**src/rtl/rx_meter_bank.sv**
```systemverilog
module rx_meter_bank #(
  parameter int SMP_W = 16,
  parameter int ACC_W = 32,
  parameter int OVF_W = 8,
  parameter int SYM_W = 16
) (
  input  logic             clk,
  input  logic             rst_n,
  input  logic             interval_end,
  input  logic             smp_valid,
  input  logic [SMP_W-1:0] dc_sample,
  input  logic [SMP_W-1:0] slicer_err,
  input  logic [1:0]       sym_level,
  input  logic [SMP_W-1:0] snr_sample,
  input  logic             adc_ovf,
  input  logic [15:0]      snr_thresh,
  input  logic             rd_en,
  input  logic [2:0]       rd_addr,
  output logic [7:0]       rd_data,
  output logic             snr_alarm
);
  localparam int HW = 16;

  logic [ACC_W-1:0] dc_acc, nz_acc, snr_acc;
  logic [OVF_W-1:0] ovf_acc, ovf_hold;
  logic [SYM_W-1:0] sym_acc;
  logic [HW-1:0]    dc_hold, nz_hold, sym_hold;
  logic [7:0]       shadow;
  logic [1:0]       pair_sel;
  logic             pair_ok;

  wire [ACC_W-1:0] dc_ext  = {{(ACC_W-SMP_W){dc_sample[SMP_W-1]}}, dc_sample};
  wire [SMP_W-1:0] err_mag = slicer_err[SMP_W-1] ? (~slicer_err + 1'b1) : slicer_err;
  wire             is_one  = sym_level[1] ^ sym_level[0];

  wire [ACC_W-1:0] dc_next  = dc_acc  + (smp_valid ? dc_ext : '0);
  wire [ACC_W-1:0] nz_next  = nz_acc  + (smp_valid ? ACC_W'(err_mag) : '0);
  wire [ACC_W-1:0] snr_next = snr_acc + (smp_valid ? ACC_W'(snr_sample) : '0);
  wire [OVF_W-1:0] ovf_next = (adc_ovf && ovf_acc != '1) ? ovf_acc + 1'b1 : ovf_acc;
  wire [SYM_W-1:0] sym_next = (smp_valid && is_one && sym_acc != '1) ? sym_acc + 1'b1 : sym_acc;

  always_ff @(posedge clk) begin
    if (!rst_n) begin
      dc_acc <= '0; nz_acc <= '0; snr_acc <= '0; ovf_acc <= '0; sym_acc <= '0;
      dc_hold <= '0; nz_hold <= '0; sym_hold <= '0; ovf_hold <= '0;
      snr_alarm <= 1'b0;
    end else if (interval_end) begin
      dc_acc <= '0; nz_acc <= '0; snr_acc <= '0; ovf_acc <= '0; sym_acc <= '0;
      dc_hold   <= dc_next[ACC_W-1 -: HW];
      nz_hold   <= nz_next[ACC_W-1 -: HW];
      sym_hold  <= sym_next[HW-1:0];
      ovf_hold  <= ovf_next;
      snr_alarm <= snr_next[ACC_W-1 -: HW] > snr_thresh;
    end else begin
      dc_acc <= dc_next; nz_acc <= nz_next; snr_acc <= snr_next;
      ovf_acc <= ovf_next; sym_acc <= sym_next;
    end
  end

  logic [HW-1:0] word;
  always_comb begin
    case (rd_addr[2:1])
      2'd0:    word = dc_hold;
      2'd1:    word = nz_hold;
      2'd2:    word = sym_hold;
      default: word = {{(HW-OVF_W){1'b0}}, ovf_hold};
    endcase
  end

  wire is_meter16 = rd_addr[2:1] != 2'd3;
  wire lo_read    = is_meter16 && !rd_addr[0];
  wire pair_hit   = pair_ok && pair_sel == rd_addr[2:1];

  always_ff @(posedge clk) begin
    if (!rst_n) begin
      rd_data <= '0; shadow <= '0; pair_sel <= '0; pair_ok <= 1'b0;
    end else if (rd_en) begin
      pair_ok <= lo_read;
      if (lo_read) begin
        shadow   <= word[15:8];
        pair_sel <= rd_addr[2:1];
      end
      if (!is_meter16)   rd_data <= rd_addr[0] ? 8'h00 : word[7:0];
      else if (lo_read)  rd_data <= word[7:0];
      else               rd_data <= pair_hit ? shadow : word[15:8];
    end
  end
endmodule

```
**config.mk**
```make
export PLATFORM = sky130hd
export DESIGN_NAME = rx_meter_bank
export DESIGN_NICKNAME = d
export VERILOG_FILES = /design/src/rtl/rx_meter_bank.sv
export SDC_FILE = /design/constraint.sdc
export NUM_CORES = 1
export LEC_CHECK = 0
export BUFFER_PORTS_ARGS = -buffer_cell sky130_fd_sc_hd__buf_2
export CAP_MARGIN = 40
export CELL_PAD_IN_SITES_DETAIL_PLACEMENT = 1
export CELL_PAD_IN_SITES_GLOBAL_PLACEMENT = 1
export CORE_AREA = 2 2 164 166
export DETAILED_ROUTE_END_ITERATION = 6
export DIE_AREA = 0 0 166 168
export PLACE_DENSITY = 0.78
export SLEW_MARGIN = 20
export SYNTH_ARGS = -nofsm -noshare
export SYNTH_HDL_FRONTEND = slang
export SYNTH_SLANG_ARGS = --single-unit
```
**constraint.sdc**
```tcl
create_clock -name clk -period 4.37 [get_ports clk]
set_input_delay 0.437 -clock clk [delete_from_list [all_inputs] [get_ports clk]]
set_output_delay 0.437 -clock clk [all_outputs]
set_load 0.05 [all_outputs]
```
==> results of run 1 <==
==> metrics by stage <==
| step | total power [mW] | cell area, µm² | hold slack, ns |
|---|---|---|---|
| global placement | 2.465 | 12590 | 0.4377 |
| finish | 4.130 | 13240 | 0.4010 |
| global route | 4.291 | 13240 | 0.4317 |
| floorplan | 2.306 | 11830 | 0.4203 |
| detailed placement | 2.486 | 12600 | 0.4519 |
| CTS | 4.151 | 13220 | 0.3975 |
==> path summary, 6_finish.rpt <==
path / slack [ns] / start / end / cells after the start
hold reg to reg: 0.46 / dc_hold[3] / dc_hold[3] / 2
setup reg to reg: 0.36 / snr_acc[0] / snr_alarm / 17
hold / removal: 0.40 / interval_end / dc_acc[0] / 3
setup / recovery: 0.36 / snr_acc[0] / snr_alarm / 17
==> cells by family (layout without fill, tap and decap cells) <==
kind of cell	Yosys count	count (layout)	share of synthesized area [%]
adders and majority gates	85	85	9.178
AOI/OAI and AO/OA	398	398	21.87
DFF	196	196	33.16
and+or+nand+nor	521	521	21.91
buffers and inverters	128	192	4.103
muxes	24	24	2.897
xor gates and xnor gates	93	93	6.884
==> worst min-delay path: stages <==
cell	delay, ns
buf_2	0.09
inv_1	0.11
and3_1	0.17
==> layer usage <==
layer	GRT usage (%)	wire length (µm)	vias to the layer above	share of wire [%]
li1	-	-	5293	-
met2	45.05	17230	150	50
met1	31.92	15760	5357	46
met4	6.767	610	0	1.8
met3	3.079	880	48	2.6
met5	0	0	-	0
==> power by group through the flow <==
stage / clock [mW] / combinational [mW] / sequential, mW
after floorplan: 0 / 0.394 / 1.91
after global placement: 0 / 0.552 / 1.91
after detailed placement: 0 / 0.570 / 1.92
after CTS: 1.70 / 0.576 / 1.87
after global routing: 1.77 / 0.642 / 1.88
final: 1.68 / 0.576 / 1.87
==> layout make-up <==
class                           count  area (µm²)
Multi-Input combinational cell   1121        7433
Clock inverter                     14       192.7
Timing Repair Buffer              108       640.6
Inverter                           52       195.2
Sequential cell                   196        3924
Fill cell                        3220       13110
Tap cell                          341       426.7
Clock buffer                       18       429.2
==> synthesized netlist by cell type, types with 31 or more instances <==
| cell | number |
|---|---|
| nand4_1 | 35 |
| a21o_1 | 36 |
| ha_1 | 82 |
| and2_1 | 61 |
| nor3_1 | 31 |
| clkbuf_1 | 68 |
| xor2_1 | 42 |
| o21ai_0 | 76 |
| nand2_1 | 110 |
| nor2_1 | 142 |
| dfxtp_1 | 196 |
| a21oi_1 | 118 |
| xnor2_1 | 51 |
| nand3_1 | 40 |
| inv_1 | 51 |
==> state kept, by name, summed over array words and instances (netlist names) <==
register	flops
dc_hold	16
snr_alarm	1
pair_sel	2
sym_acc	16
dc_acc	32
nz_hold	16
nz_acc	32
pair_ok	1
ovf_acc	8
snr_acc	32
sym_hold	16
rd_data	8
ovf_hold	8
shadow	8
==> layout by cell type, fill, tap and decap left out, types with 12 or more instances in the layout <==
| master | count |
|---|---|
| dfxtp_1 | 196 |
| buf_2 | 83 |
| o21ai_0 | 76 |
| nand4_1 | 35 |
| mux2i_1 | 14 |
| nor3_1 | 31 |
| and2_1 | 61 |
| nand3_1 | 40 |
| buf_4 | 22 |
| xor2_1 | 42 |
| xnor2_1 | 51 |
| and3_1 | 19 |
| nor2b_1 | 20 |
| a21o_1 | 36 |
| o21a_1 | 20 |
| ha_1 | 82 |
| clkbuf_16 | 17 |
| nor2_1 | 141 |
| nand2_1 | 109 |
| o21bai_1 | 12 |
| a211oi_1 | 29 |
| or3_1 | 15 |
| a21oi_1 | 118 |
| o211ai_1 | 19 |
| inv_1 | 51 |
==> flow_summary.ini, run 1 <==
[status]
outcome = finished clean

[synth]
synth-async-reset-ratio_pct = 0
ys_ff_latch = 196
syn-cell-area_um2 = 11830
netlist_instances = 1445
synth_cell_type_count = 73
syn-num-nets = 1605
synth_top_area_cell = dfxtp_1
synth_edf_count = 0
yosys_warnings = 0
synth_top_area_share_pct = 33.16
synth_ff_type = dfxtp_1
yosysSeqAreaShare_pct = 33.16
syn_avg_cell_area_um2 = 8.189
synth.area.top_cells = dfxtp_1 (33%), ha_1 (8.7%), a21oi_1 (5.0%), nor2_1 (4.5%), xnor2_1 (3.8%)

[route]
drt-total-wl_mm = 34.48
wl_per_cell_um = 18.64
postRouteAntennaNets = 0
drc = 0
initialDrtViolationCount = 517
drt-vias-per-instance = 5.864
vias = 10850
first_pass_iters = 5

[placed_design]
place_congestion = 0.8515
io_buffers = 83
place_inst = 1817
place_ws_ns = 0.008212
hpwl_mm = 24.99

[critical_path]
cp.required_ns = 4.70
path_max_fanout = 5
crit_buf_inv = 1
cpLargestDelayFamily = compound AO/OA/AOI/OAI gates
cp-end-kind = flip-flop
cp_common_cell = a21o_1
worstPathCellList = ha_1 > inv_1 > fa_1 > nor2b_1 > o311ai_1 > a21o_1 > a211o_1 > a2111oi_0 > xor2_1 > ha_1 > a21o_1 > a21o_1 > a21oi_1 > o21ai_0 > o21a_1 > o21ai_0 > a31oi_1
path_class = flip-flop to flip-flop
slowest_stage = a2111oi_0
slowest_delay_ns = 0.55
cp.arrival_ns = 4.33
cp-start-kind = flip-flop

[power]
ir_drop_v = 0.0001777
internal_power_mw = 2.867
switching_power_mw = 1.263
pwr-share-comb_pct = 13.9
clockPowerShare_pct = 40.7
pwr_density_cell_nw_per_um2 = 311.9
p_leak_nw = 5.426
switching_share_pct = 30.58
p_seq_share_pct = 45.4

[clock_network]
cts.clk_slew.worst_paths_ns = 0.08
numClockSinks = 196
numCtsBuffers = 17
cts_resized = 0
cts_tree = built
cts_setup_buffers = 0
hold_buffers = 0
cts_max_level = 4
cts-root-buf = clkbuf_16
cts_max_path_buffers = 2
clk_latency_ns = 0.46

[floorplanning]
rows = 60
start_util_pct = 44.91
dieHeight_um = 168
coreArea_um2 = 26350
die_area_um2 = 27890
die_w_um = 166
io-pin-count = 84

[layout]
stdcell_count = 1850
antenna_cells = 0
layout.nets = 1656
syn2layout_area_growth_pct = 11.91
fin_util_pct = 50.25
drive_above_1_share_pct = 11.07

[worst_hold_path]
hold_path_class = input pin to flip-flop

[grt]
antenna_found_initial = 0
grt_pass1_vias = 11420
track_usage_pct = 25.12
grt-ovfl-total = 0
grt_pass1_wl_mm = 58.13
grt_max_degree = 73

[sta]
post-route-period-util_pct = 91.67
fin_setup_tns_ns = 0
grt_setup_unrepaired = false
final-hold-violation-count = 0
tightest_slew_ns = 0.8486
period_minus_slack_ns = 4.006
setup_viol = 0
relSlewSlack_pct = 43.22
fmax_mhz = 249.6
fin_ws_ns = 0.3641
skew_ns = 0.01880
final-max-slew-violation-count = 0

[flow_run]
maxCapViolCount = 0
No activity file was read; power rests on OpenSTA's default activity.
==> run 2, diff against run 1 <==
--- a/config.mk
+++ b/config.mk
@@ -9,10 +9,11 @@
 export CAP_MARGIN = 40
 export CELL_PAD_IN_SITES_DETAIL_PLACEMENT = 1
 export CELL_PAD_IN_SITES_GLOBAL_PLACEMENT = 1
-export CORE_AREA = 2 2 164 166
+export CORE_AREA = 2 2 157 159
 export DETAILED_ROUTE_END_ITERATION = 6
-export DIE_AREA = 0 0 166 168
-export PLACE_DENSITY = 0.78
+export DIE_AREA = 0 0 159 161
+export PLACE_DENSITY = 0.85
+export SKIP_LAST_GASP = 1
 export SLEW_MARGIN = 20
 export SYNTH_ARGS = -nofsm -noshare
 export SYNTH_HDL_FRONTEND = slang
==> constraint.sdc (replaced) <==
create_clock -name clk -period 4.9 [get_ports clk]
set_input_delay 0.49 -clock clk [delete_from_list [all_inputs] [get_ports clk]]
set_output_delay 0.49 -clock clk [all_outputs]
set_load 0.05 [all_outputs]
==> run 2 against run 1 <==
  * Register-to-register slack better by 0.43 ns
  * Combinational power shrank 11%
  * Sequential share of layout area rose by 0.28 points
  * Critical path depth rose by 2
  * Final area shrank 0.93%
  * Sequential power is 11% lower
  * Final cell count decreased by 1.5%
  * Via count is 1.5% higher
  * Setup slack better by 0.38 ns
  * Die area shrank 8.2%
  * Count of clock-buffer cells in the layout increased by 1
  * Non-clock buffer count shrank 11
==> flow_summary.ini, run 2 (synthesized netlist as in run 1, its figures left out) <==
[clock_network]
cts.clk_slew.worst_paths_ns = 0.08
clk_latency_ns = 0.45
cts_max_path_buffers = 2
hold_buffers = 0
numClockSinks = 196
cts_setup_buffers = 0
cts_tree = built
cts_resized = 0
cts_max_level = 4
numCtsBuffers = 17
cts-root-buf = clkbuf_16

[floorplanning]
rows = 57
die_area_um2 = 25600
io-pin-count = 84
coreArea_um2 = 23960
die_w_um = 159
dieHeight_um = 161
start_util_pct = 49.38

[power]
pwr_density_cell_nw_per_um2 = 280.4
ir_drop_v = 0.0002136
p_leak_nw = 5.361

[sta]
grt_setup_unrepaired = false
post-route-period-util_pct = 84.79
skew_ns = 0.01193
final-max-slew-violation-count = 0
fin_setup_tns_ns = 0
tightest_slew_ns = 0.7844
fin_ws_ns = 0.7455
fmax_mhz = 240.7
period_minus_slack_ns = 4.155
setup_viol = 0
relSlewSlack_pct = 47.23
holdWs_ns = 0.4617
final-hold-violation-count = 0

[placed_design]
io_buffers = 83
hpwl_mm = 24.89
place_ws_ns = 0.4297
place_inst = 1788
place_congestion = 0.8774

[critical_path]
path_class = input pin to flip-flop
crit_buf_inv = 2
cp-start-kind = input pin
cp-end-kind = flip-flop
cpLargestDelayFamily = compound AO/OA/AOI/OAI gates
path_max_fanout = 5
slowest_stage = a2111oi_0
slowest_delay_ns = 0.55
worstPathCellList = buf_2 > and2_1 > ha_1 > inv_1 > fa_1 > nor2b_1 > o311ai_1 > a21o_1 > a211o_1 > a2111oi_0 > xor2_1 > ha_1 > a21o_1 > a21o_1 > a21oi_1 > o21ai_0 > o21a_1 > o21ai_0 > a31oi_1
cp_common_cell = a21o_1
cp.required_ns = 5.23
cp.arrival_ns = 4.48

[layout]
final_cell_mix = dfxtp_1 (196), nor2_1 (141), a21oi_1 (118)
multi_input_area_um2 = 7433
fillCellCount = 2956
syn2layout_area_growth_pct = 10.86
antenna_cells = 0
fin_util_pct = 54.74
stdcell_count = 1822
layout.nets = 1645
regArea_um2 = 3924
final_common_cell = dfxtp_1
drive_above_1_share_pct = 10.35
top_regs = dc_acc x32, nz_acc x32, snr_acc x32

[route]
drt-vias-per-instance = 6.044
initialDrtViolationCount = 669
wl_per_cell_um = 19.16
postRouteAntennaNets = 0
drt-total-wl_mm = 34.90
vias = 11010
drc = 0
first_pass_iters = 5

[grt]
antenna_found_initial = 1
track_usage_pct = 27.42
grt_pass1_vias = 11380
grt-ovfl-total = 0
grt_pass1_wl_mm = 57.97
grt_max_degree = 73

[status]
outcome = finished clean

[flow_run]
maxCapViolCount = 0

[worst_hold_path]
hold_path_class = input pin to flip-flop
-- run 2: changes by cell type in the layout (fill, tap and decap cells not counted), sizes merged --
| cell | previous run | this run |
|---|---|---|
| dlymetal6s2s | 0 | 1 |
| inv | 60 | 58 |
| clkbuf | 18 | 19 |
| buf | 108 | 96 |
| clkinv | 6 | 5 |
| bufinv | 0 | 1 |
| clkinvlp | 0 | 1 |
-- run 2: path summary, 6_finish.rpt --
| path | from | endpoint | slack, ns | depth (start not counted) |
|---|---|---|---|---|
| max | smp_valid | snr_alarm | 0.75 | 19 |
| max reg2reg | snr_acc[0] | snr_alarm | 0.79 | 17 |
| min | interval_end | nz_acc[0] | 0.46 | 3 |
| min reg2reg | dc_hold[9] | dc_hold[9] | 0.48 | 2 |
-- run 2: cell type report --
cell class,count,area share (%)
Inverter,52,1.488
Sequential cell,196,29.91
Clock buffer,19,3.377
Tap cell,324,3.090
Timing Repair Buffer,97,4.101
Multi-Input combinational cell,1121,56.67
Clock inverter,13,1.364
-- run 2: metal layers --
metal	vias up	GRT usage (%)	share of wire [%]
met5	-	0	0
met4	0	8.678	2.1
met3	59	3.493	3.3
met2	225	49.49	51
met1	5455	34.07	44
li1	5274	-	-
-- run 2: metrics by stage --
stage | area [µm²] | power [mW]
final | 13120 | 3.679
after CTS | 13100 | 3.696
after floorplan | 11830 | 2.056
after global placement | 12480 | 2.186
after detailed placement | 12480 | 2.210
after global routing | 13120 | 3.816
-- run 2: tightest hold or removal path, delay by kind of cell --
| kind | cells | cell delay [ns] |
|---|---|---|
| buf+inv | 2 | 0.20 |
| simple gates | 1 | 0.17 |
-- run 2: report_power, final --
part	total (mW)	internal (mW)	switching, mW
sequential	1.67	1.64	0.0285
clock	1.49	0.757	0.737
combinational	0.511	0.195	0.316
total	3.68	2.60	1.08
